## src/rtl/uart_irq_pkg.sv

```systemverilog
package uart_irq_pkg;
   localparam int NSRC   = 4;
   localparam int CODE_W = 3;

   localparam int SRC_RX = 0;
   localparam int SRC_TX = 1;
   localparam int SRC_LS = 2;
   localparam int SRC_MS = 3;

   localparam logic [CODE_W-1:0] CODE_LS = 3'd3;
   localparam logic [CODE_W-1:0] CODE_RX = 3'd2;
   localparam logic [CODE_W-1:0] CODE_TX = 3'd1;
   localparam logic [CODE_W-1:0] CODE_MS = 3'd0;

   // source index at priority rank k (rank 0 = highest)
   function automatic int rank_src(input int k);
      case (k)
         0:       return SRC_LS;
         1:       return SRC_RX;
         2:       return SRC_TX;
         default: return SRC_MS;
      endcase
   endfunction

   function automatic logic [CODE_W-1:0] src_code(input int s);
      case (s)
         SRC_LS:  return CODE_LS;
         SRC_RX:  return CODE_RX;
         SRC_TX:  return CODE_TX;
         default: return CODE_MS;
      endcase
   endfunction
endpackage

```

## src/rtl/irq_src_flag.sv

```systemverilog
module irq_src_flag #(
   parameter bit SET_WINS = 1'b1
) (
   input  logic clk,
   input  logic rst_n,
   input  logic set_i,
   input  logic clr_i,
   output logic flag_o
);
   logic flag_q;

   generate
      if (SET_WINS) begin : g_set_wins
         always_ff @(posedge clk) begin
            if (!rst_n)     flag_q <= 1'b0;
            else if (set_i) flag_q <= 1'b1;
            else if (clr_i) flag_q <= 1'b0;
         end
      end else begin : g_clr_wins
         always_ff @(posedge clk) begin
            if (!rst_n)     flag_q <= 1'b0;
            else if (clr_i) flag_q <= 1'b0;
            else if (set_i) flag_q <= 1'b1;
         end
      end
   endgenerate

   assign flag_o = flag_q;

   // a clear without a competing set empties the flag
   p_clear_empties_r5: assert property (@(posedge clk) disable iff (!rst_n)
      (clr_i && !set_i) |=> !flag_o);
   // an event with no competing clear latches
   p_event_latches_r8: assert property (@(posedge clk) disable iff (!rst_n)
      (set_i && !clr_i) |=> flag_o);
   // no strobe, no event -> flag holds
   p_flag_holds_r11: assert property (@(posedge clk) disable iff (!rst_n)
      (!set_i && !clr_i) |=> $stable(flag_o));
endmodule

```

## src/rtl/irq_prio_enc.sv

```systemverilog
module irq_prio_enc
   import uart_irq_pkg::*;
#(
   parameter int N  = NSRC,
   parameter int CW = CODE_W
) (
   input  logic          clk,
   input  logic          rst_n,
   input  logic [N-1:0]  req_i,
   output logic          any_o,
   output logic [CW-1:0] code_o,
   output logic [N-1:0]  grant_o
);
   generate
      if (N != NSRC) begin : g_bad_n
         $error("irq_prio_enc: N must equal the package source count");
      end
      if (CW < CODE_W) begin : g_bad_cw
         $error("irq_prio_enc: code width too small");
      end
   endgenerate

   always_comb begin
      grant_o = '0;
      code_o  = '0;
      // walk from lowest rank up so the highest pending rank wins
      for (int k = N - 1; k >= 0; k--) begin
         if (req_i[rank_src(k)]) begin
            grant_o = '0;
            grant_o[rank_src(k)] = 1'b1;
            code_o = CW'(src_code(rank_src(k)));
         end
      end
   end

   assign any_o = |req_i;

   // at most one source granted
   p_single_grant_r3: assert property (@(posedge clk) disable iff (!rst_n)
      $onehot0(grant_o));
   // line status beats all others
   p_ls_top_r3: assert property (@(posedge clk) disable iff (!rst_n)
      req_i[SRC_LS] |-> grant_o[SRC_LS]);
endmodule

```

## src/rtl/uart_irq_prio.sv

```systemverilog
module uart_irq_prio
   import uart_irq_pkg::*;
#(
   parameter int ID_W     = 8,
   parameter bit SET_WINS = 1'b1
) (
   input  logic            clk,
   input  logic            rst_n,
   input  logic [3:0]      int_en,
   input  logic [3:0]      src_evt,
   input  logic            rbr_rd,
   input  logic            thr_wr,
   input  logic            iid_rd,
   input  logic            lsr_rd,
   input  logic            msr_rd,
   input  logic            out_en,
   output logic [ID_W-1:0] iid,
   output logic            irq
);
   localparam int PAD_W = ID_W - CODE_W - 1;

   generate
      if (ID_W < CODE_W + 2) begin : g_bad_idw
         $error("uart_irq_prio: identification width too small");
      end
   endgenerate

   logic [NSRC-1:0]   pend;
   logic [NSRC-1:0]   clr;
   logic [NSRC-1:0]   req;
   logic [NSRC-1:0]   grant;
   logic [CODE_W-1:0] code;
   logic              any;

   always_comb begin
      clr         = '0;
      clr[SRC_RX] = rbr_rd;
      clr[SRC_TX] = thr_wr | (iid_rd & grant[SRC_TX]);
      clr[SRC_LS] = lsr_rd;
      clr[SRC_MS] = msr_rd;
   end

   generate
      for (genvar i = 0; i < NSRC; i++) begin : g_src
         irq_src_flag #(.SET_WINS(SET_WINS)) u_flag (
            .clk    (clk),
            .rst_n  (rst_n),
            .set_i  (src_evt[i]),
            .clr_i  (clr[i]),
            .flag_o (pend[i])
         );
      end
   endgenerate

   assign req = pend & int_en;

   irq_prio_enc #(.N(NSRC), .CW(CODE_W)) u_enc (
      .clk     (clk),
      .rst_n   (rst_n),
      .req_i   (req),
      .any_o   (any),
      .code_o  (code),
      .grant_o (grant)
   );

   assign iid = {{PAD_W{1'b0}}, code, ~any};
   assign irq = any & out_en;

   // output gated by master bit
   p_irq_gated_r9: assert property (@(posedge clk) disable iff (!rst_n)
      !out_en |-> !irq);
   // all enables off -> idle immediately
   p_en_zero_idle_r10: assert property (@(posedge clk) disable iff (!rst_n)
      (int_en == 4'b0000) |-> (iid[0] && !irq));
   // identification read while transmitter code shown clears it
   p_iid_read_tx_r7: assert property (@(posedge clk) disable iff (!rst_n)
      (iid_rd && !iid[0] && iid[3:1] == CODE_TX && !src_evt[SRC_TX]) |=> !pend[SRC_TX]);
   // upper bits of the identification byte stay zero
   p_iid_pad_r2: assert property (@(posedge clk) disable iff (!rst_n)
      iid[ID_W-1:CODE_W+1] == '0);
endmodule

```

## config.mk

```make
export PLATFORM = sky130hd
export DESIGN_NAME = uart_irq_prio
export DESIGN_NICKNAME = d
export VERILOG_FILES = /design/src/rtl/uart_irq_pkg.sv /design/src/rtl/irq_src_flag.sv /design/src/rtl/irq_prio_enc.sv /design/src/rtl/uart_irq_prio.sv
export SDC_FILE = /design/constraint.sdc
export NUM_CORES = 1
export LEC_CHECK = 0
export BUFFER_PORTS_ARGS = -buffer_cell sky130_fd_sc_hd__buf_2
export CORE_AREA = 2 2 39 41
export DETAILED_ROUTE_END_ITERATION = 6
export DIE_AREA = 0 0 41 43
export GPL_ROUTABILITY_DRIVEN = 0
export RECOVER_POWER = 100
export SLEW_MARGIN = 10
export SYNTH_ARGS = -nofsm -noshare
export SYNTH_HDL_FRONTEND = slang
export SYNTH_SLANG_ARGS = --single-unit
```

## constraint.sdc

```tcl
create_clock -name clk -period 0.8 [get_ports clk]
set_input_delay 0.08 -clock clk [delete_from_list [all_inputs] [get_ports clk]]
set_output_delay 0.08 -clock clk [all_outputs]
set_load 0.05 [all_outputs]
```

==> flow_metrics.py, run 1 <==
metrics = {
    "status": {
        "outcome": "finished, violations left",
        "violations": "setup timing",
    },
    "flow_run": {
        "drv_cap": 0,
    },
    "floorplan": {
        "io_pins": 25,
        "start_util_pct": 18.1,
        "fp-row-count": 14,
        "die_h_microns": 43,
        "dieArea_sq_um": 1760,
        "fp.coreArea_sq_um": 1380,
        "die_w_microns": 41,
    },
    "layout": {
        "drive_gt1_share_pct": 72.0,
        "final_area_sq_um": 453,
        "antenna_cells": 0,
        "fillerInstances": 152,
        "largest_reg_flops": 4,
        "area_growth_pct": 81.0,
        "multi_input_area_sq_um": 179,
        "nNetsFinal": 68,
        "regArea_sq_um": 83.8,
    },
    "global_routing": {
        "antenna_found_initial": 0,
        "grt_max_degree": 5,
        "overflow": 0,
        "grt_pass1_wl_microns": 924,
        "track_usage_pct": 8.23,
        "grt_pass1_vias": 225,
    },
    "clock_network": {
        "clk_latency_ns": 0.24,
        "hold_buffers": 0,
        "clock-root-buffer": "clkbuf_4",
        "cts.clk_slew.worst_paths_ns": 0.04,
        "h-tree-depth": 1,
        "cts_sinks": 4,
        "tritoncts": "done",
        "cts_buffers": 3,
        "cts_max_path_buffers": 2,
    },
    "routing": {
        "via_per_inst": 3.94,
        "wirelength_microns": 672,
        "drt_iter0_drc": 2,
        "wl_per_cell_microns": 10.2,
        "ant_nets": 0,
        "vias": 260,
        "dr.pass1.iters": 3,
        "drc": 0,
    },
    "yosys": {
        "yosys.area.top_type": "dfxtp_1",
        "ys_types": 12,
        "synth-compound-area-share_pct": 35.0,
        "synth_edf_count": 0,
        "synth-seq-area-share_pct": 32.0,
        "muxShareOfSynthArea_pct": 0,
        "synth-simple-area-share_pct": 16.5,
        "ys_ff_latch": 4,
        "synth_fa_ha_area_share_pct": 0,
        "netlist_area_sq_um": 250,
        "synth_top_area_share_pct": 32.0,
        "avgSynthCellArea_sq_um": 10.0,
        "synth_ff_type": "dfxtp_1",
        "yosys.area_share.xor_xnor_pct": 0,
        "synth_cells": 25,
        "synthArstFlopShare_pct": 0,
        "synth_most_common_cell": "buf_4",
        "yosysWarnings": 0,
        "synth_top_family_by_area": "compound AO/OA/AOI/OAI gates",
        "yosys-top-cells-count": "buf_4 (5), dfxtp_1 (4), nor2b_1 (4), o21a_1 (4)",
        "synth_area_leaders": "dfxtp_1 (32%), buf_4 (15%), o21a_1 (12%)",
    },
    "critical_path": {
        "cp-end-kind": "output pin",
        "critical_path.max_fanout": 2,
        "crit_arrival_ns": 1.18,
        "cp_cell_sequence": "a22o_4 -> o21a_4 -> buf_8",
        "worstPathRequired_ns": 0.72,
        "max_stage_delay_ns": 0.32,
        "crit_slowest_cell": "dfxtp_2",
        "crit_buf_inv": 1,
        "critPathKind": "flop to output pin",
        "crit_family": "compound AO/OA/AOI/OAI gates",
        "start_kind": "flop",
    },
    "power_and_ir_drop": {
        "worst_ir_drop_vdd_uv": 738,
        "p_per_area_nw_per_um2": 1740,
        "netSwitchingPower_uw": 279,
        "combPwrFrac_pct": 38.4,
        "intPower_uw": 510,
        "p_clk_share_pct": 32.9,
        "leakage_uw": 0.000227,
        "switching_share_pct": 35.3,
        "seqPwrFrac_pct": 28.7,
    },
    "place": {
        "preCtsSetupSlack_ns": -0.246,
        "place_area_sq_um": 383,
        "hpwl_microns": 498,
        "io_buffers": 19,
    },
    "sta": {
        "skew_ns": 0.00499,
        "slew_viol_final": 0,
        "hold_viol_final": 0,
        "min_period_ns": 1.26,
        "fmax_ghz": 0.795,
        "fin_crit_sh_pct": 157,
        "rsz0062_at_grt": "yes",
        "setup_ws_ns": -0.458,
        "setup_viol_count_final": 6,
    },
    "worst_hold_path": {
        "hold_class": "input port to flop",
    },
}
final cells by class:
class                           instances  area share [%]
Clock buffer                            3            4.97
Multi-Input combinational cell         20            39.5
Sequential cell                         4            18.5
Timing Repair Buffer                   23            32.6
Tap cell                               16            4.42
power by group through the flow:
stage | Sequential (uW) | Combinational [uW] | Clock [uW]
6_report | 226 | 303 | 259
5_1_grt | 229 | 319 | 281
4_1_cts | 224 | 293 | 267
3_5_place_dp | 227 | 262 | 0
3_3_place_gp | 227 | 261 | 0
2_1_floorplan | 226 | 202 | 0
repair_timing:
action | 4_1_cts | 5_1_grt
buffers inserted | 1 | 0
resized for setup | 7 | 3
pin swaps | 3 | 3
setup endpoints to repair | 6 | 6
worst paths after layout:
path / startpoint / end / slack (ns) / cells after the start
worst max-delay path: g_src[3].u_flag.flag_o$_SDFFE_PN0P_ / irq / -0.46 / 3
worst min-delay path: src_evt[0] / g_src[0].u_flag.flag_o$_SDFFE_PN0P_ / 0.06 / 2
worst max register to register: g_src[2].u_flag.flag_o$_SDFFE_PN0P_ / g_src[1].u_flag.flag_o$_SDFFE_PN0P_ / -0.23 / 3
worst min register to register: g_src[3].u_flag.flag_o$_SDFFE_PN0P_ / g_src[3].u_flag.flag_o$_SDFFE_PN0P_ / 0.60 / 2
layer usage:
layer | vias to the layer above | GRT usage (%) | routed length, microns
met1 | 114 | 9.65 | 229
met4 | 0 | 2.00 | 0
met3 | 0 | 6.81 | 82
li1 | 131 | - | -
met5 | - | 0 | 0
met2 | 15 | 11.3 | 359
kinds of logic (layout without fill, tap and decap cells):
family,Yosys count,after routing
AO/OA/AOI/OAI,8,8
AND/OR/NAND/NOR,7,7
flip-flops,4,4
buffers and inverters,5,26
other,1,5
metrics by stage:
| step | power [uW] | hold slack [ns] | instances | utilization (%) | TNS, ns |
|---|---|---|---|---|---|
| after floorplan | 429 | 0.197 | 29 | - | -0.545 |
| after global placement | 488 | 0.292 | 62 | 27.7 | -0.757 |
| after detailed placement | 488 | 0.294 | 62 | 27.7 | -0.767 |
| after CTS | 783 | 0.0517 | 66 | 31.5 | -1.75 |
| after global routing | 829 | 0.0595 | 66 | 32.7 | -1.92 |
| final | 789 | 0.0568 | 66 | 32.7 | -1.76 |
cell usage in the layout, fill, tap and decap left out, types with 2 or more instances in the layout:
| cell | count |
|---|---|
| a22o_4 | 2 |
| buf_2 | 16 |
| buf_4 | 4 |
| buf_6 | 2 |
| clkbuf_4 | 3 |
| conb_1 | 5 |
| dfxtp_2 | 3 |
| nor2b_1 | 3 |
| o21a_1 | 3 |
(Power assumes the default switching activity.)
==> run 2, diff against run 1 <==
--- a/config.mk
+++ b/config.mk
@@ -10,6 +10,7 @@
 export DETAILED_ROUTE_END_ITERATION = 6
 export DIE_AREA = 0 0 41 43
 export GPL_ROUTABILITY_DRIVEN = 0
+export PLACE_DENSITY = 0.5
 export RECOVER_POWER = 100
 export SLEW_MARGIN = 10
 export SYNTH_ARGS = -nofsm -noshare
==> constraint.sdc (replaced) <==
create_clock -name clk -period 0.8 [get_ports clk]
set_input_delay 0.04 -clock clk [delete_from_list [all_inputs] [get_ports clk]]
set_output_delay 0.04 -clock clk [all_outputs]
set_load 0.05 [all_outputs]
==> flow_metrics.py, run 2 (same netlist as run 1, synthesis figures left out) <==
metrics = {
    "status": {
        "outcome": "finished, violations left",
        "violations": "setup timing",
    },
    "clock_network": {
        "h-tree-depth": 1,
        "cts_buffers": 3,
        "clock-root-buffer": "clkbuf_4",
        "clk_latency_ns": 0.23,
        "cts.clk_slew.worst_paths_ns": 0.04,
        "cts_sinks": 4,
        "tritoncts": "done",
        "cts_max_path_buffers": 2,
    },
    "sta": {
        "hold_viol_final": 0,
        "slew_viol_final": 0,
        "whs_ns": 0.0156,
        "setup_viol_count_final": 6,
        "setup_ws_ns": -0.405,
        "min_period_ns": 1.21,
        "fin_crit_sh_pct": 151,
        "fmax_ghz": 0.830,
        "skew_ns": 0.0000998,
        "rsz0062_at_grt": "yes",
    },
    "critical_path": {
        "cp_cell_sequence": "a22o_4 -> o21a_4 -> buf_8",
        "reg2reg_from": "g_src[2].u_flag.flag_o$_SDFFE_PN0P_",
        "worstPathRequired_ns": 0.76,
        "r2r_end": "g_src[1].u_flag.flag_o$_SDFFE_PN0P_",
        "worstSetupEndpoint": "irq",
        "max_stage_delay_ns": 0.31,
        "r2r_cells": 4,
        "critPathKind": "flop to output pin",
        "start_kind": "flop",
        "crit_slowest_cell": "dfxtp_2",
        "reg2reg_slack_ns": -0.37,
        "crit_start": "g_src[3].u_flag.flag_o$_SDFFE_PN0P_",
        "crit_arrival_ns": 1.17,
        "cp-end-kind": "output pin",
        "critical_path.max_fanout": 2,
    },
    "worst_hold_path": {
        "hold_class": "input port to flop",
        "hold_start": "src_evt[0]",
    },
    "routing": {
        "wl_met3_microns": 58,
        "drt_iter0_drc": 1,
        "dr_wl_met2_microns": 353,
        "dr.pass1.iters": 2,
        "drt-met1-wl_microns": 255,
        "wl_per_cell_microns": 9.67,
        "via_per_inst": 3.94,
        "wirelength_microns": 667,
        "dr.max_layer_used": "met3",
        "vias": 272,
        "drc": 0,
        "ant_nets": 0,
    },
    "layout": {
        "final_cells": 69,
        "drive_gt1_share_pct": 69.8,
        "antenna_cells": 0,
        "area_growth_pct": 98.0,
        "final_area_sq_um": 495,
        "final_cell_mix": "buf_2 (15), conb_1 (5), nor2b_1 (4), buf_8 (4), buf_4 (4)",
        "largest_reg_flops": 4,
        "nNetsFinal": 71,
        "final_common_cell": "buf_2",
    },
    "place": {
        "io_buffers": 19,
        "hpwl_microns": 493,
        "place_inst": 62,
        "place_area_sq_um": 382,
    },
    "floorplan": {
        "fp-row-count": 14,
        "die_h_microns": 43,
        "fp.coreArea_sq_um": 1380,
        "io_pins": 25,
        "die_w_microns": 41,
        "dieArea_sq_um": 1760,
        "start_util_pct": 18.1,
    },
    "global_routing": {
        "overflow": 0,
        "grt_pass1_vias": 264,
        "grt_pass1_wl_microns": 959,
        "grt_max_degree": 5,
        "antenna_found_initial": 0,
        "track_usage_pct": 8.73,
    },
    "power_and_ir_drop": {
        "combPwrFrac_pct": 41.6,
        "intPower_uw": 538,
        "switching_share_pct": 33.8,
        "worst_ir_drop_vdd_uv": 764,
        "leakage_uw": 0.000246,
        "p_clk_share_pct": 30.6,
        "seqPwrFrac_pct": 27.8,
        "power_uw": 813,
        "netSwitchingPower_uw": 275,
        "p_per_area_nw_per_um2": 1640,
    },
    "flow_run": {
        "drv_cap": 0,
    },
}
-- run 2: cell types whose count changed in the layout (fill, tap and decap cells not counted), sizes merged --
cell,change
buf,+2
dlygate4sd3,+1
-- run 2: timing repair --
item / in CTS / in global routing
pin swaps: 5 / 5
setup endpoints to repair: 6 / 6
resized for setup: 12 / 7
hold buffers: 1 / 0
hold endpoints to repair: 1 / 0
setup buffers: 2 / 1
-- run 2: layout make-up --
class / count / area (sq um)
flip-flops and latches: 4 / 83.8
well taps: 16 / 20.0
clock buffers: 3 / 22.5
multi-input cells: 20 / 171
repair buffers: 26 / 198
fillers: 140 / 888
-- run 2: through the flow --
step           TNS, ns  util, %  worst slack [ns]
3_3_place_gp    -0.618     27.6            -0.209
3_5_place_dp    -0.619     27.6            -0.211
4_1_cts          -1.79     33.6            -0.424
6_report         -1.94     35.8            -0.405
2_1_floorplan   -0.463        -            -0.167
5_1_grt          -2.11     35.8            -0.429
-- run 2: power groups by stage --
stage / clock network [uW] / registers, uW / logic, uW
after floorplan: 0 / 226 / 202
after global placement: 0 / 226 / 260
after detailed placement: 0 / 226 / 262
after CTS: 269 / 225 / 310
after global routing: 279 / 227 / 353
final: 248 / 226 / 338
-- run 2: layer usage --
layer	vias up	global-route usage (%)
met4	0	2.00
met3	0	7.85
met2	13	13.8
li1	137	-
met1	122	8.04
met5	-	0
-- run 2: worst min-delay path by stage --
stage                                                     end  slack, ns  depth (start not counted)
after floorplan           g_src[2].u_flag.flag_o$_SDFFE_PN0P_       0.16                          1
after global placement    g_src[0].u_flag.flag_o$_SDFFE_PN0P_       0.25                          2
after detailed placement  g_src[2].u_flag.flag_o$_SDFFE_PN0P_       0.26                          2
after CTS                 g_src[0].u_flag.flag_o$_SDFFE_PN0P_      0.007                          2
after global routing      g_src[3].u_flag.flag_o$_SDFFE_PN0P_       0.01                          2
final                     g_src[0].u_flag.flag_o$_SDFFE_PN0P_       0.02                          2
-- run 2: critical path: cells and delay by family, from the launching register on --
kind	cells	cell delay (ns)
AOI/OAI and AO/OA	2	0.48
DFF	1	0.31
buffers and inverters	1	0.14
